[src/rtl/pin_port_mux_pkg.sv]
package pin_port_mux_pkg;

    typedef enum logic [2:0] {
        FN_GPIO,
        FN_CLKOUT,
        FN_STROBE,
        FN_SDA,
        FN_WAIT
    } pin_fn_e;

    localparam logic [1:0] MODE_ONE = 2'd1;
    localparam logic [1:0] WM_WAIT  = 2'b01;
    localparam logic [1:0] WM_SDA   = 2'b10;

    localparam int PIN_CLK  = 6;
    localparam int PIN_SDA  = 7;
    localparam int PIN_NARROW = 0;
    localparam int PIN_STRB_LO = 3;
    localparam int PIN_STRB_HI = 5;

endpackage

[src/rtl/ppm_dir_reg.sv]
module ppm_dir_reg
    import pin_port_mux_pkg::*;
#(
    parameter int          W        = 8,
    parameter logic [W-1:0] RST_M1   = 8'h40,
    parameter logic [W-1:0] RST_REST = 8'h00
) (
    input  logic         clk,
    input  logic         rst_n,
    input  logic [1:0]   mode_sel,
    input  logic         we,
    input  logic [W-1:0] wdata,
    output logic [W-1:0] dir
);

    always_ff @(posedge clk) begin
        if (!rst_n) begin
            dir <= (mode_sel == MODE_ONE) ? RST_M1 : RST_REST;
        end else if (we) begin
            dir <= wdata;
        end
    end

endmodule

[src/rtl/ppm_fn_decode.sv]
module ppm_fn_decode
    import pin_port_mux_pkg::*;
#(
    parameter int W = 8
) (
    input  logic         exp_en,
    input  logic         bus_wide,
    input  logic [1:0]   wait_mode,
    input  logic [W-1:0] dir,
    output pin_fn_e      fn [W]
);

    always_comb begin
        for (int i = 0; i < W; i++) begin
            fn[i] = FN_GPIO;
            if (i == PIN_CLK && dir[i]) begin
                fn[i] = FN_CLKOUT;
            end
            if (exp_en) begin
                if (i >= PIN_STRB_LO && i <= PIN_STRB_HI) begin
                    fn[i] = FN_STROBE;
                end
                if (i == PIN_NARROW && !bus_wide) begin
                    fn[i] = FN_STROBE;
                end
                if (i == PIN_SDA) begin
                    unique case (wait_mode)
                        WM_WAIT: fn[i] = FN_WAIT;
                        WM_SDA:  fn[i] = FN_SDA;
                        default: fn[i] = FN_GPIO;
                    endcase
                end
            end
        end
    end

endmodule

[src/rtl/ppm_pin_drive.sv]
module ppm_pin_drive
    import pin_port_mux_pkg::*;
(
    input  pin_fn_e fn,
    input  logic    dir_bit,
    input  logic    dout_bit,
    input  logic    clk_src,
    input  logic    strobe_bit,
    input  logic    sda_low,
    input  logic    pad_bit,
    output logic    oe,
    output logic    out,
    output logic    rd,
    output logic    wait_bit
);

    always_comb begin
        oe       = 1'b0;
        out      = 1'b0;
        rd       = pad_bit;
        wait_bit = 1'b0;
        unique case (fn)
            FN_GPIO: begin
                oe  = dir_bit;
                out = dir_bit & dout_bit;
                rd  = dir_bit ? dout_bit : pad_bit;
            end
            FN_CLKOUT: begin
                oe  = 1'b1;
                out = clk_src;
            end
            FN_STROBE: begin
                oe  = 1'b1;
                out = strobe_bit;
            end
            FN_SDA: begin
                oe  = sda_low;
                out = 1'b0;
            end
            FN_WAIT: begin
                wait_bit = pad_bit;
            end
            default: begin
                oe = 1'b0;
            end
        endcase
    end

endmodule

[src/rtl/pin_port_mux.sv]
module pin_port_mux
    import pin_port_mux_pkg::*;
#(
    parameter int          W        = 8,
    parameter logic [W-1:0] RST_M1   = 8'h40,
    parameter logic [W-1:0] RST_REST = 8'h00
) (
    input  logic         clk,
    input  logic         rst_n,
    input  logic [1:0]   mode_sel,
    input  logic         exp_en,
    input  logic         bus_wide,
    input  logic [1:0]   wait_mode,
    input  logic         dir_we,
    input  logic [W-1:0] dir_wdata,
    input  logic [W-1:0] port_dout,
    input  logic         clk_src,
    input  logic [3:0]   bus_strobe,
    input  logic         i2c_sda_low,
    input  logic [W-1:0] pad_in,
    output logic [W-1:0] pad_oe,
    output logic [W-1:0] pad_out,
    output logic [W-1:0] port_rdata,
    output logic         wait_req
);

    logic [W-1:0] dir;
    logic [W-1:0] strb_vec;
    logic [W-1:0] wait_vec;
    pin_fn_e      fn [W];

    ppm_dir_reg #(.W(W), .RST_M1(RST_M1), .RST_REST(RST_REST)) u_dir (
        .clk      (clk),
        .rst_n    (rst_n),
        .mode_sel (mode_sel),
        .we       (dir_we),
        .wdata    (dir_wdata),
        .dir      (dir)
    );

    ppm_fn_decode #(.W(W)) u_dec (
        .exp_en    (exp_en),
        .bus_wide  (bus_wide),
        .wait_mode (wait_mode),
        .dir       (dir),
        .fn        (fn)
    );

    always_comb begin
        strb_vec = '0;
        strb_vec[PIN_NARROW] = bus_strobe[0];
        for (int k = PIN_STRB_LO; k <= PIN_STRB_HI; k++) begin
            strb_vec[k] = bus_strobe[k - PIN_STRB_LO + 1];
        end
    end

    for (genvar g = 0; g < W; g++) begin : g_pin
        ppm_pin_drive u_drv (
            .fn         (fn[g]),
            .dir_bit    (dir[g]),
            .dout_bit   (port_dout[g]),
            .clk_src    (clk_src),
            .strobe_bit (strb_vec[g]),
            .sda_low    (i2c_sda_low),
            .pad_bit    (pad_in[g]),
            .oe         (pad_oe[g]),
            .out        (pad_out[g]),
            .rd         (port_rdata[g]),
            .wait_bit   (wait_vec[g])
        );
    end

    assign wait_req = |wait_vec;

endmodule

[config.mk]
export PLATFORM = sky130hd
export DESIGN_NAME = pin_port_mux
export DESIGN_NICKNAME = d
export VERILOG_FILES = /design/src/rtl/pin_port_mux_pkg.sv /design/src/rtl/ppm_dir_reg.sv /design/src/rtl/ppm_fn_decode.sv /design/src/rtl/ppm_pin_drive.sv /design/src/rtl/pin_port_mux.sv
export SDC_FILE = /design/constraint.sdc
export NUM_CORES = 1
export LEC_CHECK = 0
export BUFFER_PORTS_ARGS = -buffer_cell sky130_fd_sc_hd__buf_2
export CAP_MARGIN = 20
export CORE_UTILIZATION = 40
export CTS_CLUSTER_SIZE = 28
export DETAILED_ROUTE_END_ITERATION = 10
export PLACE_DENSITY = 0.93
export RECOVER_POWER = 100
export SLEW_MARGIN = 20
export SYNTH_ARGS = -nofsm -noshare
export SYNTH_HDL_FRONTEND = slang
export SYNTH_SLANG_ARGS = --single-unit
[constraint.sdc]
create_clock -name clk -period 1.7 [get_ports clk]
set_input_delay 0.17 -clock clk [delete_from_list [all_inputs] [get_ports clk]]
set_output_delay 0.17 -clock clk [all_outputs]
set_load 0.02 [all_outputs]
==> results.json, run 1 <==
{
  "status": "finished, final reports clean",
  "drtIter0Drc": 2,
  "syn-num-nets": 127,
  "route.vias.total": 659,
  "fin_cells": 151,
  "netlist_area_um2": 746,
  "largest_reg_flops": 8,
  "arrival_ns": 1.30,
  "utilization_pct": 50.8,
  "grt-ovfl-total": 0,
  "path_cells": "nand2_1 > a21oi_1 > a311o_1 > clkbuf_1",
  "grt_pass1_wl_mm": 2.01,
  "power.static_leakage_nw": 0.430,
  "final_layout_size_suffix_gt1_share_pct": 36.5,
  "top_register": "u_dir.dir",
  "yosysWarnings": 0,
  "path_clk_slew_ns": 0.05,
  "grt_pass1_vias": 561,
  "cts_resized": 0,
  "yosysMostFrequentCell": "buf_4",
  "io_buffers": 60,
  "drv_cap": 0,
  "combPwrFrac_pct": 34.9,
  "worstMarginPinSlew_ns": 0.371,
  "grt_max_degree": 19,
  "setup_viol": 0,
  "yosysTopAreaCell": "edfxtp_1",
  "postCtsHoldBufs": 0,
  "slew_viol_final": 0,
  "clock_power_share_pct": 23.4,
  "grt_antenna_before_repair": 0,
  "synth-edff-count": 8,
  "yosysSeqAreaShare_pct": 32.2,
  "numClockSinks": 8,
  "cts_tree": "yes",
  "tns_ns": 0,
  "gp_congestion": 0.644,
  "finalWorstPathRequiredPeriod_ns": 1.47,
  "wl_per_cell_um": 9.51,
  "dp_hpwl_mm": 1.24,
  "powerDensity_nw_per_um2": 679,
  "cts_buffer_depth": 2,
  "chipHeight_um": 45.2,
  "hold_viol_final": 0,
  "route.detailed.drc": 0,
  "setup_slack_ns": 0.232,
  "first_pass_iters": 2,
  "hold_path_class": "primary input to flip-flop",
  "row_count": 15,
  "synth-seq-cells": 8,
  "die-area_um2": 2040,
  "worstSetupPathType": "flip-flop to primary output",
  "cp-end-kind": "primary output",
  "vias_per_cell": 4.36,
  "ys.flop_type": "edfxtp_1",
  "synth_top_area_share_pct": 32.2,
  "syn_to_final_growth_pct": 19.0,
  "critPathSlowestCell": "edfxtp_1",
  "crit_fanout": 4,
  "fin_crit_sh_pct": 86.3,
  "h-tree-depth": 1,
  "largestRegisters": "u_dir.dir x8",
  "nets": 167,
  "critPathMaxStageDelay_ns": 0.42,
  "grt_setup_unrepaired": "no",
  "dp.cells": 148,
  "avgSynthCellArea_um2": 8.47,
  "fillers": 185,
  "antenna_left": 0,
  "p_sw_mw": 0.199,
  "peakVddDrop_mv": 0.400,
  "pre_cts_ws_ns": 0.455,
  "synthArstFlopShare_pct": 0,
  "yosysUniqueCellTypes": 21,
  "routed_wl_mm": 1.44,
  "die_w_um": 45.2,
  "cts_made_buffers": 3,
  "track_usage_pct": 13.6,
  "swShare_pct": 33.0,
  "antenna_cells": 0,
  "ys_top_cells_by_count": "24 x buf_4, 14 x nand2_1, 10 x and2_1",
  "fmax_ghz": 0.681,
  "post_cts_buffers": 0,
  "critPathLaunchType": "flip-flop",
  "core_um2": 1750,
  "p_int_mw": 0.403,
  "ctsRootBufferMaster": "clkbuf_4",
  "ios": 64,
  "slew_headroom_pct": 75.3,
  "start_util_pct": 42.7,
  "crit_required_ns": 1.53,
  "netlist_instances": 88,
  "synthTopCellsByArea": "edfxtp_1 32%, buf_4 24%, and2_1 8.4%",
  "pwr-share-seq_pct": 41.7
}
==> per-stage QoR <==
stage	hold slack (ns)	total power, mW	area (um^2)
after global routing	0.194	0.635	887
final	0.203	0.603	887
after floorplan	0.357	0.450	746
after global placement	0.340	0.472	893
after detailed placement	0.340	0.480	893
after CTS	0.193	0.622	916
==> critical path: cells and delay by family (launching register included) <==
family          cells  cell delay [ns]
flops               1             0.42
compound gates      2             0.38
buf+inv             1             0.17
simple gates        1             0.08
==> cell usage in the layout, fill, tap and decap left out, drive strengths merged, types with 2 or more instances in the layout <==
master and instances:
buf 37, clkbuf 26, nand2 14, and2 10, edfxtp 8, o21ai 5
inv 4, nand2b 4, or2 3, nand3b 3, mux2 2
==> metal layers <==
metal  routed length, um  up-vias  global-route usage, %
li1                    -      347                      -
met1                 493      290                   12.4
met2                 861       22                   28.1
met3                  81        0                   1.60
met4                   0        0                   7.27
met5                   0        -                      0
==> logic make-up after synthesis <==
family / count (synthesis) / share of synthesized area [%]
multiplexers: 2 / 3.02
AO/OA/AOI/OAI: 10 / 8.72
AND/OR/NAND/NOR: 38 / 28.2
flip-flops: 8 / 32.2
XOR/XNOR: 1 / 1.17
buffers and inverters: 29 / 26.7
==> area by class of cell <==
type	count	area (um^2)	share of cell area, %
clock buffers	3	22.5	2.54
flip-flops and latches	8	240	27.1
repair buffers	60	272	30.6
multi-input cells	51	307	34.6
well taps	25	31.3	3.53
inverters	4	15.0	1.69
==> power by group through the flow <==
stage / Clock, mW / Combinational, mW / Sequential (mW)
floorplan: 0 / 0.199 / 0.251
global placement: 0 / 0.217 / 0.254
detailed placement: 0 / 0.225 / 0.255
CTS: 0.145 / 0.225 / 0.251
global route: 0.151 / 0.231 / 0.254
finish: 0.141 / 0.210 / 0.251
==> path summary, 6_finish.rpt <==
kind / start / to / slack [ns] / depth (start not counted)
max: u_dir.dir[7]$_SDFFCE_PN0P_ / port_rdata[7] / 0.23 / 4
min: dir_wdata[7] / u_dir.dir[7]$_SDFFCE_PN0P_ / 0.20 / 2
No activity file was read; power rests on OpenSTA's default activity.
==> run 2, diff against run 1 <==
--- a/config.mk
+++ b/config.mk
@@ -5,12 +5,13 @@
 export SDC_FILE = /design/constraint.sdc
 export NUM_CORES = 1
 export LEC_CHECK = 0
+export ABC_AREA = 1
 export BUFFER_PORTS_ARGS = -buffer_cell sky130_fd_sc_hd__buf_2
 export CAP_MARGIN = 20
-export CORE_UTILIZATION = 40
+export CORE_UTILIZATION = 41
 export CTS_CLUSTER_SIZE = 28
 export DETAILED_ROUTE_END_ITERATION = 10
-export PLACE_DENSITY = 0.93
+export PLACE_DENSITY = 0.94
 export RECOVER_POWER = 100
 export SLEW_MARGIN = 20
 export SYNTH_ARGS = -nofsm -noshare
==> run 2 against run 1 <==
- worst hold slack got worse by 0.020 ns
- fmax increased by 8.3%
- flip-flop and latch count unchanged
- combinational power about the same
- die area increased by 0.80%
- sequential power about the same
- cell area increased by 0.56%
- via count increased by 12%
- non-clock buffer count unchanged
- first-iteration DRC count increased to 2.5 times the previous value
- final cell count increased by 16%
- core utilization increased by 0.29 points
- critical endpoint unchanged
- largest power group unchanged
==> results.json, run 2 <==
{
  "io_buffers": 60,
  "grt_antenna_before_repair": 0,
  "hold_viol_final": 0,
  "route.detailed.drc": 0,
  "top_register": "u_dir.dir",
  "pre_cts_ws_ns": 0.541,
  "postCtsHoldBufs": 0,
  "row_count": 15,
  "start_util_pct": 44.2,
  "worstMarginPinSlew_ns": 0.521,
  "ys.flop_type": "edfxtp_1",
  "p_sw_mw": 0.208,
  "peakVddDrop_mv": 0.385,
  "cts_buffer_depth": 2,
  "power.static_leakage_nw": 0.558,
  "hold_path_class": "primary input to flip-flop",
  "grt_pass1_wl_mm": 2.34,
  "synth-seq-cells": 8,
  "fin_crit_sh_pct": 79.7,
  "gp_congestion": 0.668,
  "arrival_ns": 1.18,
  "cp-end-kind": "primary output",
  "antenna_cells": 0,
  "fmax_ghz": 0.738,
  "cts_resized": 0,
  "grt_max_degree": 13,
  "cts_tree": "yes",
  "track_usage_pct": 15.9,
  "swShare_pct": 34.7,
  "largest_reg_flops": 8,
  "tns_ns": 0,
  "grt-ovfl-total": 0,
  "powerDensity_nw_per_um2": 671,
  "yosysSeqAreaShare_pct": 31.2,
  "crit_required_ns": 1.53,
  "ys_top_cells_by_count": "36 x nand2_1, 24 x buf_4, 22 x inv_1",
  "synth_top_area_share_pct": 31.2,
  "path_clk_slew_ns": 0.05,
  "syn-num-nets": 152,
  "p_int_mw": 0.391,
  "drtIter0Drc": 5,
  "crit_fanout": 3,
  "slew_headroom_pct": 65.3,
  "grt_setup_unrepaired": "no",
  "core_um2": 1750,
  "nets": 191,
  "ios": 64,
  "chipHeight_um": 45.4,
  "critPathLaunchType": "flip-flop",
  "first_pass_iters": 3,
  "avgSynthCellArea_um2": 6.82,
  "die-area_um2": 2060,
  "finalWorstPathRequiredPeriod_ns": 1.35,
  "syn_to_final_growth_pct": 15.7,
  "route.vias.total": 736,
  "setup_slack_ns": 0.345,
  "slew_viol_final": 0,
  "antenna_left": 0,
  "status": "finished, final reports clean",
  "yosysMostFrequentCell": "nand2_1",
  "synthArstFlopShare_pct": 0,
  "cts_made_buffers": 3,
  "ctsRootBufferMaster": "clkbuf_4",
  "setup_viol": 0,
  "worstHoldPathCells": 3,
  "dp_hpwl_mm": 1.38,
  "largestRegisters": "u_dir.dir x8",
  "yosysTopAreaCell": "edfxtp_1",
  "yosysUniqueCellTypes": 12,
  "clock_power_share_pct": 22.8,
  "combPwrFrac_pct": 35.6,
  "yosysWarnings": 0,
  "pwr-share-seq_pct": 41.7,
  "layout_common_cells": "36 x nand2_1, 36 x buf_2, 24 x clkbuf_1, 22 x inv_1, 9 x nand3_1",
  "wl_per_cell_um": 8.83,
  "worstSetupPathType": "flip-flop to primary output",
  "synth-edff-count": 8,
  "synthTopCellsByArea": "edfxtp_1 31%, buf_4 23%, nand2_1 18%",
  "final_layout_size_suffix_gt1_share_pct": 27.3,
  "netlist_area_um2": 771,
  "holdWs_ns": 0.182,
  "post_cts_buffers": 0,
  "drv_cap": 0,
  "grt_pass1_vias": 633,
  "numClockSinks": 8,
  "netlist_instances": 113,
  "routed_wl_mm": 1.55,
  "die_w_um": 45.4,
  "h-tree-depth": 1,
  "fillers": 191,
  "vias_per_cell": 4.21
}
==> run 2: changes by cell type after synthesis, sizes merged, moves of 3 or more <==
cell / before / now
and2: 10 / 0
inv: 4 / 23
nand2: 14 / 37
nand2b: 4 / 0
nand3: 1 / 9
nand3b: 3 / 0
==> run 2: metrics by stage <==
stage / total power [mW] / instance area [um^2] / cells / util, %
final: 0.599 / 892 / 175 / 51.1
after detailed placement: 0.480 / 900 / 172 / 51.5
after global routing: 0.643 / 892 / 175 / 51.1
after floorplan: 0.456 / 771 / 113 / -
after CTS: 0.619 / 922 / 175 / 52.8
after global placement: 0.471 / 900 / 172 / 51.5
==> run 2: path summary, 6_finish.rpt <==
kind                  startpoint  slack, ns                         end
max   u_dir.dir[7]$_SDFFCE_PN0P_       0.35               port_rdata[7]
min                 dir_wdata[7]       0.18  u_dir.dir[7]$_SDFFCE_PN0P_
==> run 2: kinds of logic (layout without fill, tap and decap cells) <==
kind of cell,count (synthesis),after routing,share of synthesized area [%]
flip-flops,8,8,31.2
AO/OA/AOI/OAI,6,6,3.90
AND/OR/NAND/NOR,50,50,27.4
buffers and inverters,49,86,37.5
==> run 2: worst max-delay path: stages, from the launching register on <==
cell,delay (ns)
edfxtp_1,0.39
inv_1,0.08
nand2_1,0.05
nand2_1,0.05
nand3_1,0.07
nand2_1,0.07
clkbuf_1,0.23
==> run 2: power by group through the flow <==
stage               Sequential, mW  Combinational [mW]  Clock (mW)
finish                       0.250               0.213       0.136
CTS                          0.249               0.227       0.143
floorplan                    0.250               0.206           0
global placement             0.253               0.218           0
global route                 0.253               0.234       0.155
detailed placement           0.253               0.227           0
==> run 2: final cells by class <==
class,count,area (um^2),area share (%)
well taps,25,31.3,3.51
flip-flops and latches,8,240,26.9
clock buffers,3,22.5,2.52
multi-input cells,56,241,27.1
inverters,23,86.3,9.68
repair buffers,60,270,30.3
==> run 2: layer usage <==
metal  share of wire (%)  track usage (%)
met1                  37             14.6
met2                  57             33.0
met3                 6.0             2.40
met4                   0             7.27
met5                   0                0
==> run 3, diff against run 2 <==
--- a/config.mk
+++ b/config.mk
@@ -5,13 +5,13 @@
 export SDC_FILE = /design/constraint.sdc
 export NUM_CORES = 1
 export LEC_CHECK = 0
-export ABC_AREA = 1
+export ABC_AREA = 0
 export BUFFER_PORTS_ARGS = -buffer_cell sky130_fd_sc_hd__buf_2
 export CAP_MARGIN = 20
-export CORE_UTILIZATION = 41
+export CORE_UTILIZATION = 37
 export CTS_CLUSTER_SIZE = 28
 export DETAILED_ROUTE_END_ITERATION = 10
-export PLACE_DENSITY = 0.94
+export PLACE_DENSITY = 0.87
 export RECOVER_POWER = 100
 export SLEW_MARGIN = 20
 export SYNTH_ARGS = -nofsm -noshare
==> constraint.sdc (replaced) <==
create_clock -name clk -period 1.34 [get_ports clk]
set_input_delay 0.134 -clock clk [delete_from_list [all_inputs] [get_ports clk]]
set_output_delay 0.134 -clock clk [all_outputs]
set_load 0.02 [all_outputs]
==> run 3 against run 2 <==
- wire length fell by 2.9%
- final cell count shrank 13%
- the run now ends with setup timing left
- highest routed layer unchanged
- largest cell class is now multi-input gates
- sequential power grew 27%
==> results.json, run 3 (synthesis results as in run 1) <==
{
  "use_met1_pct": 14.1,
  "met2_usage_pct": 24.2,
  "wl_per_cell_um": 9.87,
  "dp_hpwl_mm": 1.29,
  "track_usage_pct": 13.5,
  "grt_pass1_vias": 564,
  "fin_crit_sh_pct": 104,
  "slew_headroom_pct": 75.8,
  "powerDensity_nw_per_um2": 862,
  "routed_wl_mm": 1.50,
  "worstMarginPinSlew_ns": 0.362,
  "cts_tree": "yes",
  "seq_area_um2": 240,
  "io_buffers": 60,
  "cp-end-kind": "primary output",
  "grt_pass1_wl_mm": 2.09,
  "vias_per_cell": 4.40,
  "ios": 64,
  "crit_required_ns": 1.21,
  "layout_common_cells": "36 x buf_2, 14 x nand2_1, 13 x clkbuf_1, 9 x clkbuf_2, 8 x edfxtp_1",
  "drtIter0Drc": 7,
  "slew_viol_final": 0,
  "grt_max_degree": 19,
  "die-area_um2": 2200,
  "first_pass_iters": 4,
  "setup_slack_ns": -0.0529,
  "violations": "setup timing",
  "busiest_layer": "met2",
  "numClockSinks": 8,
  "final_common_cell": "buf_2",
  "largestRegisters": "u_dir.dir x8",
  "power.static_leakage_nw": 0.468,
  "hold_viol_final": 0,
  "route.vias.total": 669,
  "fin_cells": 152,
  "top_register": "u_dir.dir",
  "grt_setup_unrepaired": "yes",
  "final_layout_size_suffix_gt1_share_pct": 44.9,
  "antenna_cells": 0,
  "dp.cells": 148,
  "cp-startpoint": "u_dir.dir[7]$_SDFFCE_PN0P_",
  "crit_fanout": 3,
  "start_util_pct": 41.4,
  "finalWorstPathRequiredPeriod_ns": 1.39,
  "peakVddDrop_mv": 0.448,
  "core_um2": 1800,
  "die_w_um": 46.9,
  "multi_input_area_um2": 307,
  "drv_cap": 0,
  "status": "complete, but fails checks",
  "critPathLaunchType": "flip-flop",
  "grt-ovfl-total": 0,
  "hold_path_class": "primary input to flip-flop",
  "utilization_pct": 50.8,
  "setup_viol": 2,
  "antenna_left": 0,
  "cts_buffer_depth": 2,
  "fmax_ghz": 0.718,
  "row_count": 15,
  "grt_antenna_before_repair": 0,
  "route.detailed.drc": 0,
  "worstHoldStart": "dir_wdata[0]",
  "largest_reg_flops": 8,
  "fillers": 200,
  "h-tree-depth": 1,
  "nets": 168,
  "chipHeight_um": 46.9,
  "grtUsageMet3_pct": 1.92,
  "tns_ns": -0.0534,
  "pre_cts_ws_ns": 0.144,
  "path_clk_slew_ns": 0.05,
  "syn_to_final_growth_pct": 22.8,
  "ctsRootBufferMaster": "clkbuf_4",
  "gp_congestion": 0.657,
  "worstSetupPathType": "flip-flop to primary output",
  "cts_made_buffers": 3,
  "arrival_ns": 1.26
}
-- run 3: layout make-up --
| type | count | share of cell area, % |
|---|---|---|
| inverters | 4 | 1.64 |
| flip-flops and latches | 8 | 26.2 |
| multi-input cells | 51 | 33.5 |
| well taps | 25 | 3.42 |
| clock buffers | 3 | 2.46 |
| repair buffers | 61 | 32.8 |
-- run 3: per-stage QoR --
stage | hold slack [ns] | cell area (um^2) | power, mW
after floorplan | 0.321 | 746 | 0.571
after global placement | 0.268 | 893 | 0.599
after detailed placement | 0.268 | 893 | 0.610
after CTS | 0.153 | 932 | 0.807
after global routing | 0.168 | 916 | 0.834
final | 0.165 | 916 | 0.789
-- run 3: worst max-delay path, cell delays in order, from the launching register on --
cell and delay, ns:
edfxtp_1 0.37, buf_4 0.13, nor2b_1 0.04, a311o_1 0.33, buf_6 0.14
-- run 3: layer usage --
metal	vias to the layer above	share of wire, %
met4	0	0
met2	23	62
met3	0	4.2
met1	301	33
li1	345	-
met5	-	0
-- run 3: final timing paths --
kind	slack, ns	end	cells after the start
hold / removal	0.17	u_dir.dir[0]$_SDFFCE_PN0P_	2
setup / recovery	-0.05	port_rdata[7]	4
-- run 3: repair_timing --
action                                  CTS  global route
pin swaps                                 2             0
gates resized for setup                   3             0
endpoints found under the setup margin    2             2
cloned                                    0             0
hold buffers                              0             0
buffers inserted                          1             0
-- run 3: power breakdown --
part / total, mW / switching (mW) / internal, mW
clock network: 0.183 / 0.0803 / 0.102
logic: 0.289 / 0.165 / 0.124
registers: 0.317 / 0.0145 / 0.303
